$ cat config.mk
export PLATFORM = sky130hd
export DESIGN_NAME = sreg_port
export DESIGN_NICKNAME = d
export VERILOG_FILES = /design/src/rtl/sreg_pkg.sv /design/src/rtl/sreg_sync.sv /design/src/rtl/sreg_fsm.sv /design/src/rtl/sreg_bank.sv /design/src/rtl/sreg_port.sv
export SDC_FILE = /design/constraint.sdc
export NUM_CORES = 1
export LEC_CHECK = 0
export ABC_AREA = 1
export BUFFER_PORTS_ARGS = -buffer_cell sky130_fd_sc_hd__buf_2
export CAP_MARGIN = 5
export CORE_MARGIN = 3
export CORE_UTILIZATION = 30
export DETAILED_ROUTE_END_ITERATION = 8
export PLACE_DENSITY = 0.49
export SLEW_MARGIN = 20
export SYNTH_ARGS = -nofsm -noshare
export SYNTH_HDL_FRONTEND = slang
export SYNTH_SLANG_ARGS = --single-unit
export TNS_END_PERCENT = 1
$ cat constraint.sdc
create_clock -name clk -period 2.25 [get_ports clk]
set_clock_uncertainty 0.15 [all_clocks]
set_input_delay 0.1125 -clock clk [delete_from_list [all_inputs] [get_ports clk]]
set_output_delay 0.1125 -clock clk [all_outputs]
set_load 0.05 [all_outputs]
$ cat src/rtl/sreg_pkg.sv
`timescale 1ns/1ps
package sreg_pkg;
    localparam int unsigned BYTE_W   = 8;
    localparam int unsigned ADDR_W   = 5;
    localparam int unsigned BIT_W    = $clog2(BYTE_W);
    localparam logic [ADDR_W-1:0] ID_LO_ADDR = 5'h09;
    localparam logic [ADDR_W-1:0] ID_HI_ADDR = 5'h0A;
    localparam logic [BYTE_W-1:0] ID_LO_VAL  = 8'h13;
    localparam logic [BYTE_W-1:0] ID_HI_VAL  = 8'h19;

    typedef enum logic [1:0] {
        ST_IDLE  = 2'd0,
        ST_CMD   = 2'd1,
        ST_WRITE = 2'd2,
        ST_READ  = 2'd3
    } port_state_e;

    // power-up value of each writable register
    function automatic logic [BYTE_W-1:0] reset_value(input int idx);
        case (idx)
            0:       return 8'hFD;
            1:       return 8'hC0;
            default: return '0;
        endcase
    endfunction
endpackage

$ cat src/rtl/sreg_sync.sv
`timescale 1ns/1ps
module sreg_sync #(
    parameter int unsigned STAGES = 2,
    parameter int unsigned WIDTH  = 3,
    parameter logic [WIDTH-1:0] RST_VAL = '0
) (
    input  logic             clk,
    input  logic             rst_n,
    input  logic [WIDTH-1:0] d_i,
    output logic [WIDTH-1:0] q_o
);
    for (genvar s = 0; s < STAGES; s++) begin : g_stage
        logic [WIDTH-1:0] q;
        if (s == 0) begin : g_first
            always_ff @(posedge clk or negedge rst_n) begin
                if (!rst_n) q <= RST_VAL;
                else        q <= d_i;
            end
        end else begin : g_next
            always_ff @(posedge clk or negedge rst_n) begin
                if (!rst_n) q <= RST_VAL;
                else        q <= g_stage[s-1].q;
            end
        end
    end

    assign q_o = g_stage[STAGES-1].q;
endmodule

$ cat src/rtl/sreg_fsm.sv
`timescale 1ns/1ps
module sreg_fsm
    import sreg_pkg::*;
#(
    parameter int unsigned NUM_RW = 9
) (
    input  logic              clk,
    input  logic              rst_n,
    input  logic              csn_s,
    input  logic              sck_s,
    input  logic              sdi_s,
    input  logic [BYTE_W-1:0] rd_data,
    output logic [ADDR_W-1:0] rd_addr,
    output logic              wr_en,
    output logic [ADDR_W-1:0] wr_addr,
    output logic [BYTE_W-1:0] wr_data,
    output logic              sdo,
    output port_state_e       state_o,
    output logic [BIT_W-1:0]  bit_cnt_o
);
    port_state_e       state_q, state_d;
    logic              sck_prev_q;
    logic [BIT_W-1:0]  bit_q;
    logic [BYTE_W-1:0] rx_q;
    logic [BYTE_W-1:0] tx_q;
    logic [ADDR_W-1:0] addr_q, addr_next;
    logic              wr_en_q;
    logic [ADDR_W-1:0] wr_addr_q;
    logic [BYTE_W-1:0] wr_data_q;
    logic              sdo_q;

    logic              rise, fall, byte_done, cmd_phase;
    logic [BYTE_W-1:0] byte_full;

    assign rise      = sck_s & ~sck_prev_q;
    assign fall      = ~sck_s & sck_prev_q;
    assign byte_full = {sdi_s, rx_q[BYTE_W-1:1]};
    assign byte_done = rise && (bit_q == BIT_W'(BYTE_W-1));
    assign cmd_phase = (state_q == ST_IDLE) || (state_q == ST_CMD);

    // state register
    always_ff @(posedge clk or negedge rst_n) begin
        if (!rst_n) state_q <= ST_IDLE;
        else        state_q <= state_d;
    end

    // next state
    always_comb begin
        state_d = state_q;
        if (csn_s) begin
            state_d = ST_IDLE;
        end else begin
            unique case (state_q)
                ST_IDLE:  state_d = byte_done ? (byte_full[BYTE_W-1] ? ST_WRITE : ST_READ)
                                              : ST_CMD;
                ST_CMD:   if (byte_done)
                              state_d = byte_full[BYTE_W-1] ? ST_WRITE : ST_READ;
                ST_WRITE: state_d = ST_WRITE;
                ST_READ:  state_d = ST_READ;
            endcase
        end
    end

    // address that the next byte will use
    always_comb begin
        addr_next = addr_q;
        if (!csn_s && byte_done) begin
            if (cmd_phase) addr_next = byte_full[ADDR_W-1:0];
            else           addr_next = addr_q + 1'b1;
        end
    end

    assign rd_addr = addr_next;

    // outputs and datapath
    always_ff @(posedge clk or negedge rst_n) begin
        if (!rst_n) begin
            sck_prev_q <= 1'b0;
            bit_q      <= '0;
            rx_q       <= '0;
            tx_q       <= '0;
            addr_q     <= '0;
            wr_en_q    <= 1'b0;
            wr_addr_q  <= '0;
            wr_data_q  <= '0;
            sdo_q      <= 1'b0;
        end else begin
            sck_prev_q <= sck_s;
            wr_en_q    <= 1'b0;
            if (csn_s) begin
                bit_q <= '0;
                sdo_q <= 1'b0;
            end else begin
                if (rise) begin
                    rx_q  <= byte_full;
                    bit_q <= bit_q + 1'b1;
                end
                if (byte_done) begin
                    addr_q <= addr_next;
                    unique case (state_q)
                        ST_IDLE, ST_CMD: begin
                            tx_q <= rd_data;
                        end
                        ST_WRITE: begin
                            wr_en_q   <= (addr_q < ADDR_W'(NUM_RW));
                            wr_addr_q <= addr_q;
                            wr_data_q <= byte_full;
                        end
                        ST_READ: begin
                            tx_q <= rd_data;
                        end
                    endcase
                end
                if (fall && state_q == ST_READ) begin
                    sdo_q <= tx_q[0];
                    tx_q  <= {1'b0, tx_q[BYTE_W-1:1]};
                end
            end
        end
    end

    assign wr_en     = wr_en_q;
    assign wr_addr   = wr_addr_q;
    assign wr_data   = wr_data_q;
    assign sdo       = sdo_q;
    assign state_o   = state_q;
    assign bit_cnt_o = bit_q;
endmodule

$ cat src/rtl/sreg_bank.sv
`timescale 1ns/1ps
module sreg_bank
    import sreg_pkg::*;
#(
    parameter int unsigned NUM_RW = 9
) (
    input  logic                     clk,
    input  logic                     rst_n,
    input  logic                     wr_en,
    input  logic [ADDR_W-1:0]        wr_addr,
    input  logic [BYTE_W-1:0]        wr_data,
    input  logic [ADDR_W-1:0]        rd_addr,
    output logic [BYTE_W-1:0]        rd_data,
    output logic [NUM_RW*BYTE_W-1:0] regs_flat
);
    logic [BYTE_W-1:0] regs [NUM_RW];

    for (genvar g = 0; g < NUM_RW; g++) begin : g_reg
        always_ff @(posedge clk or negedge rst_n) begin
            if (!rst_n)
                regs[g] <= reset_value(g);
            else if (wr_en && wr_addr == ADDR_W'(g))
                regs[g] <= wr_data;
        end
        assign regs_flat[g*BYTE_W +: BYTE_W] = regs[g];
    end

    always_comb begin
        rd_data = '0;
        for (int i = 0; i < NUM_RW; i++) begin
            if (rd_addr == ADDR_W'(i)) rd_data = regs[i];
        end
        if (rd_addr == ID_LO_ADDR) rd_data = ID_LO_VAL;
        if (rd_addr == ID_HI_ADDR) rd_data = ID_HI_VAL;
    end
endmodule

$ cat src/rtl/sreg_port.sv
`timescale 1ns/1ps
module sreg_port
    import sreg_pkg::*;
#(
    parameter int unsigned NUM_RW      = 9,
    parameter int unsigned SYNC_STAGES = 2
) (
    input  logic                     clk,
    input  logic                     rst_n,
    input  logic                     cs_n,
    input  logic                     sck,
    input  logic                     sdi,
    output logic                     sdo,
    output logic [NUM_RW*BYTE_W-1:0] ctrl_q
);
    logic              csn_s, sck_s, sdi_s;
    logic              wr_en;
    logic [ADDR_W-1:0] wr_addr, rd_addr;
    logic [BYTE_W-1:0] wr_data, rd_data;
    port_state_e       fsm_state;
    logic [BIT_W-1:0]  bit_cnt;

    sreg_sync #(
        .STAGES (SYNC_STAGES),
        .WIDTH  (3),
        .RST_VAL(3'b100)
    ) u_sync (
        .clk  (clk),
        .rst_n(rst_n),
        .d_i  ({cs_n, sck, sdi}),
        .q_o  ({csn_s, sck_s, sdi_s})
    );

    sreg_fsm #(.NUM_RW(NUM_RW)) u_fsm (
        .clk      (clk),
        .rst_n    (rst_n),
        .csn_s    (csn_s),
        .sck_s    (sck_s),
        .sdi_s    (sdi_s),
        .rd_data  (rd_data),
        .rd_addr  (rd_addr),
        .wr_en    (wr_en),
        .wr_addr  (wr_addr),
        .wr_data  (wr_data),
        .sdo      (sdo),
        .state_o  (fsm_state),
        .bit_cnt_o(bit_cnt)
    );

    sreg_bank #(.NUM_RW(NUM_RW)) u_bank (
        .clk      (clk),
        .rst_n    (rst_n),
        .wr_en    (wr_en),
        .wr_addr  (wr_addr),
        .wr_data  (wr_data),
        .rd_addr  (rd_addr),
        .rd_data  (rd_data),
        .regs_flat(ctrl_q)
    );
endmodule

# Word-level counts from Yosys, hierarchy flattened
# Cells that the tools add are included.
dict set report classes {
  n_reduce_logical 26
  eq_ne 23
  n_mux 28
  n_bitwise 5
  n_lt_le_gt_ge 1
  n_addsub 2
}
# op count
set op_table {}
lappend op_table {{two-way mux 8 bit} 14}
lappend op_table {{equality test 5 x 3 -> 1 bit (second input constant)} 8}
lappend op_table {{equality test 5 x 2 -> 1 bit (second input constant)} 4}
lappend op_table {{equality test 5 x 4 -> 1 bit (second input constant)} 4}
lappend op_table {{logical AND 1 bit} 12}
lappend op_table {{equality test 5 x 1 -> 1 bit (second input constant)} 2}
lappend op_table {{zero test 5 bit} 2}
lappend op_table {{two-way mux 5 bit} 2}
lappend op_table {{one-hot mux 2 bit (4 select lines)} 1}
lappend op_table {{nonzero test 2 bit} 4}
lappend op_table {{two-way mux 1 bit} 6}
lappend op_table {{two-way mux 2 bit} 3}
lappend op_table {{two-way mux 3 bit} 2}
lappend op_table {{AND reduction 3 bit} 2}
lappend op_table {{adder 5 x 1 -> 5 bit (second input constant)} 1}
lappend op_table {{< comparator 5 x 4 -> 1 bit (second input constant)} 1}
lappend op_table {{equality test 2 bit (second input constant)} 2}
lappend op_table {{AND reduction 2 bit} 2}
lappend op_table {{adder 3 x 1 -> 3 bit (second input constant)} 1}
lappend op_table {{equality test 3 bit (second input constant)} 1}
lappend op_table {{!= test 3 x 2 -> 1 bit (second input constant)} 1}
lappend op_table {{NOT 1 bit} 3}
lappend op_table {{OR reduction 3 bit} 1}
lappend op_table {{AND 1 bit} 2}
lappend op_table {{other kinds (4)} 4}
dict set report word_totals {
  inputBits 5
  regBits 120
  wordCells 106
  output_inout_bits 73
}

# Logic depth before layout (Yosys ltp)
dict set report depth {
  depth_word 20
  ltp_mapped 19
  ltp_nobuf 18
}

# Hierarchy
# From an unflattened synthesis, not the netlist that was laid out.
dict set report hier_totals {
  cells_unflattened 652
  area_unflattened_um2 5486.5
}
# mod seq_area_each_um2 n_inst area_each_um2 cells_per_inst
set by_module_without_submodules {}
lappend by_module_without_submodules {sreg_bank 1813.0 1 3402.0 417}
lappend by_module_without_submodules {sreg_fsm 1026.0 1 1931.9 229}
lappend by_module_without_submodules {sreg_sync 152.6 1 152.6 6}

# Worst setup path before layout
# No wires, ideal clock.
dict set report synth_path {
  kind {register to register}
  startpoint {register u_fsm.bit_q[0] (netlist: u_fsm.bit_cnt_o[0])}
  endpoint {register u_fsm.tx_q[3]}
  setup_ns 0.116
  path_slack_ns -0.056
  stages_incl_launch_ff 17
  required_time_ns 1.984
  synth_period_minus_slack_ns 2.306
  n_path_buf 0
  t_arrival_ns 2.040
  path_cell_list {dfrtp_1 > ha_1 > ha_1 > nand4_2 > nor2_1 > nand2_1 > nand2_2 > inv_2 > nor2_1 > inv_2 > nor2_4 > inv_1 > or2_0 > nand2_1 > nand2_1 > nand2_1 > nand2_1}
}
dict set report synth_via {
  elab_chain_len 19
  elab_cells_between_ends 31
  cone_classes {eq/ne (11); mux (15); reduce/logical (5)}
}
# item line_no
set synth_rtl {}
lappend synth_rtl {{start, declared} sreg_fsm.sv:23} ;# logic [BIT_W-1:0] bit_q;
lappend synth_rtl {{start signal, assigned} sreg_fsm.sv:96} ;# bit_q <= bit_q + 1'b1;
lappend synth_rtl {{equality test 3 bit (*)} sreg_fsm.sv:38} ;# assign byte_done = rise && (bit_q == BIT_W'(BYTE_W-1));
lappend synth_rtl {{logical AND 1 bit (*)} sreg_fsm.sv:38}
lappend synth_rtl {{logical AND 1 bit} sreg_fsm.sv:67} ;# if (!csn_s && byte_done) begin
lappend synth_rtl {{two-way mux 5 bit} sreg_fsm.sv:67}
lappend synth_rtl {{zero test 5 bit} sreg_bank.sv:31} ;# if (rd_addr == ADDR_W'(i)) rd_data = regs[i];
lappend synth_rtl {{two-way mux 8 bit (9 in series)} sreg_bank.sv:31}
lappend synth_rtl {{two-way mux 8 bit} sreg_bank.sv:33} ;# if (rd_addr == ID_LO_ADDR) rd_data = ID_LO_VAL;
lappend synth_rtl {{two-way mux 8 bit} sreg_bank.sv:34} ;# if (rd_addr == ID_HI_ADDR) rd_data = ID_HI_VAL;
lappend synth_rtl {{two-way mux 8 bit} sreg_fsm.sv:100} ;# unique case (state_q)
lappend synth_rtl {{two-way mux 8 bit} sreg_fsm.sv:98} ;# if (byte_done) begin
lappend synth_rtl {{two-way mux 8 bit} sreg_fsm.sv:114} ;# if (fall && state_q == ST_READ) begin
lappend synth_rtl {{end signal, assigned} sreg_fsm.sv:102} ;# tx_q <= rd_data;
lappend synth_rtl {{end signal, assigned} sreg_fsm.sv:110} ;# tx_q <= rd_data;
lappend synth_rtl {{end signal, assigned} sreg_fsm.sv:116} ;# tx_q <= {1'b0, tx_q[BYTE_W-1:1]};
lappend synth_rtl {{end, declared} sreg_fsm.sv:25} ;# logic [BYTE_W-1:0] tx_q;
# Every way passes the cells marked *; elsewhere a longest branch is shown, timed or not. The select of a mux whose other input is x is not followed.
# A chain may end at the register's enable or synchronous reset.

# Final worst setup path
# Same ends and word-level chain as after synthesis.

==> results.py <==
metrics = {
    "status": {
        "status": "complete, but fails checks",
        "violations": "setup timing",
    },
    "synth": {
        "synth_edf_count": 0,
        "syn-num-nets": 639,
        "ys_ff_latch": 119,
        "synthCells": 631,
        "synth_area_um2": 5280,
        "synth_ff_type": "dfrtp_1",
        "yosys.area.top_type": "dfrtp_1",
        "synth.distinct_cells": 31,
        "synth_top_area_share_pct": 51.2,
        "synthTopCellsByArea": "dfrtp_1 51%, nand2_1 14%, o21ai_0 9.3%",
        "synth-seq-area-share_pct": 56.6,
        "syn_avg_cell_area_um2": 8.37,
        "async_reset_ff_share_pct": 100,
        "ys_warn_count": 0,
    },
    "finish": {
        "antenna-diode-count": 0,
        "final_common_cell": "nand2_1",
        "fin_cells": 1003,
        "synthToLayoutAreaGrowth_pct": 34.1,
        "drive_above_1_share_pct": 29.2,
        "fillers": 1694,
        "final_cell_mix": "190 x nand2_1, 108 x dfrtp_1, 97 x o21ai_0",
        "nNetsFinal": 778,
    },
    "setup_path": {
        "critPathCaptureType": "flop",
        "required_ps": 2460,
        "rrSetupSlack_ps": -260,
        "ff2ff_path_depth": 17,
        "crit_slowest_cell": "dfrtp_1",
        "crit_start": "u_fsm.bit_cnt_o[0]$_DFFE_PN0P_",
        "path_delay_family": "simple AND/OR/NAND/NOR gates",
        "cp_cell_sequence": "ha_2 -> ha_4 -> nand3_4 -> nor2_4 -> o21ai_2 -> nand2_4 -> nand4_1 -> nor2_2 -> buf_4 -> nand2_1 -> nand4_1 -> nand2_1 -> nand2_1 -> nand2_1 -> nand2_1 -> nand2_1 -> nand2_1",
        "crit_type": "flop to flop",
        "path_buf_inv": 1,
        "crit_path_start_kind": "flop",
        "cp_max_fo": 5,
        "r2r-start": "u_fsm.bit_cnt_o[0]$_DFFE_PN0P_",
        "critPathMaxStageDelay_ps": 360,
        "crit_path_frequent_cell": "nand2_1",
        "r2r-end": "u_fsm.tx_q[3]$_DFFE_PN0P_",
        "arrival_ps": 2720,
    },
    "hold_path": {
        "hold_class": "input port to asynchronous set/reset pin",
    },
    "sta": {
        "finalCritPeriodShare_pct": 112,
        "setup_viol": 8,
        "fin_crit_ps": 2510,
        "max_clock_freq_mhz": 398,
        "setup_ws_ps": -262,
        "rsz0062_at_grt": "true",
        "worst_pin_slew_ps": 667,
        "slew_headroom_pct": 55.5,
        "finalHoldViolations": 0,
        "slew_viol_final": 0,
        "fin_setup_tns_ps": -1700,
        "holdWs_ps": 114,
    },
    "pwr": {
        "internal_power_uw": 3760,
        "swShare_pct": 24.0,
        "p_seq_share_pct": 44.7,
        "combPwrFrac_pct": 3.3,
        "peakVddDrop_mv": 0.489,
        "leakage_uw": 0.00346,
        "power.density_nw_per_um2": 698,
        "clockPowerShare_pct": 52.0,
        "power_switching_uw": 1190,
    },
    "place": {
        "routabilityCongestion": 0.936,
        "port_buffers": 77,
        "dpl.hpwl_um": 12300,
        "post-place-ws_ps": -462,
        "placedCellCount": 961,
    },
    "clocking": {
        "cts_tree": "built",
        "clk_latency_ps": 430,
        "h-tree-depth": 4,
        "clock-root-buffer": "clkbuf_16",
        "path_clk_slew_ps": 60,
        "numCtsBuffers": 17,
        "ctsLongestPathBuffers": 2,
        "cts.sink_count": 119,
    },
    "floorplan": {
        "io-pin-count": 78,
        "rows": 47,
        "core_um2": 16900,
        "start_util_pct": 31.3,
        "die_y_um": 139,
        "die_w_um": 139,
        "design.die.area_um2": 19200,
    },
    "route": {
        "wl_um": 17100,
        "vias": 4782,
        "drt-pass1-iter-count": 4,
        "wl_per_cell_um": 17.1,
        "drcViolationCount": 0,
        "ant_nets": 0,
        "drt_iter0_markers": 359,
        "vias_per_cell": 4.77,
    },
    "grt": {
        "grt_use_total_pct": 18.2,
        "grt_max_degree": 48,
        "antenna_found_initial": 0,
        "grt_pass1_vias": 4793,
        "grt_pass1_wl_um": 27100,
        "globalRouteOverflowTotal": 0,
    },
    "job": {
        "maxCapViolations": 0,
    },
}
routing by layer:
layer  global-route usage, %  wire length [µm]  vias to the layer above
met3                    4.55               784                       41
met2                    29.4              8100                      134
met4                    7.72               580                        0
met5                       0                 0                        -
li1                        -                 -                     2324
met1                    23.4              7660                     2283
state kept, by name (all words and copies together) (netlist names):
| signal | count |
|---|---|
| u_fsm.sck_prev_q | 1 |
| u_sync.q_o | 3 |
| u_fsm.wr_data | 8 |
| u_fsm.tx_q | 8 |
| u_fsm.bit_cnt_o | 3 |
| u_fsm.state_o | 2 |
| u_sync.g_stage.q | 3 |
| u_bank.regs_flat | 72 |
| u_fsm.wr_en | 1 |
| u_fsm.wr_addr | 5 |
| u_fsm.rx_q | 7 |
| u_fsm.addr_q | 5 |
| u_fsm.sdo | 1 |
how the worst max path moves through the flow:
stage               depth (start not counted)  slack [ps]                   endpoint
finish                                     17        -260  u_fsm.tx_q[3]$_DFFE_PN0P_
global placement                           18        -370  u_fsm.tx_q[7]$_DFFE_PN0P_
detailed placement                         16        -460  u_fsm.tx_q[0]$_DFFE_PN0P_
global route                               17        -470  u_fsm.tx_q[2]$_DFFE_PN0P_
floorplan                                  16         -30  u_fsm.tx_q[3]$_DFFE_PN0P_
CTS                                        19        -250  u_fsm.tx_q[7]$_DFFE_PN0P_
Yosys cell counts, drive strengths merged (4+ instances only):
library cell and count:
inv 57, nand3 31, clkbuf 12, nor3 5, a21oi 21, dfstp 11
nor2 56, or2 4, o21ai 100, nand2 205, dfrtp 108, nand4 10
stage by stage:
stage / area [µm²] / power, µW / utilization [%]
2_1_floorplan: 5330 / 2300 / -
6_report: 7080 / 4940 / 42.0
5_1_grt: 7080 / 5120 / 42.0
3_5_place_dp: 6300 / 2400 / 37.3
3_3_place_gp: 6300 / 2400 / 37.3
4_1_cts: 7070 / 4990 / 41.9
cell type report:
type                            count  area, µm²  share of cell area [%]
Clock inverter                     15        133                    1.87
Inverter                           57        216                    3.06
Multi-Input combinational cell    440       2180                    30.8
Clock buffer                       17        425                    6.01
Sequential cell                   119       2990                    42.2
Tap cell                          220        275                    3.89
Timing Repair Buffer              135        857                    12.1
worst reg2reg max path: cells and delay by family (launching register included):
| family | cells | cell delay [ps] |
|---|---|---|
| AOI/OAI and AO/OA | 1 | 100 |
| and+or+nand+nor | 13 | 1340 |
| buffers and inverters | 1 | 170 |
| adders and majority gates | 2 | 350 |
| DFF | 1 | 360 |
cells by family after synthesis:
logic type	count (synthesis)	synth area share [%]
simple gates	313	25.5
fa+ha+maj	3	0.711
buf+inv	72	5.28
compound gates	124	11.9
flops	119	56.6
power groups by stage:
stage	logic [µW]	clock network [µW]	registers, µW
after detailed placement	156	0	2250
after global placement	153	0	2250
final	162	2570	2210
after CTS	167	2610	2210
after floorplan	59.0	0	2240
after global routing	193	2710	2210
timing repair:
action	4_1_cts	5_1_grt
hold buffers	4	0
resized for setup	34	5
endpoints found under the setup margin	8	8
buffers inserted	6	0
hold endpoints to repair	46	0
pin swaps	16	6
No activity file was read; power rests on OpenSTA's default activity.
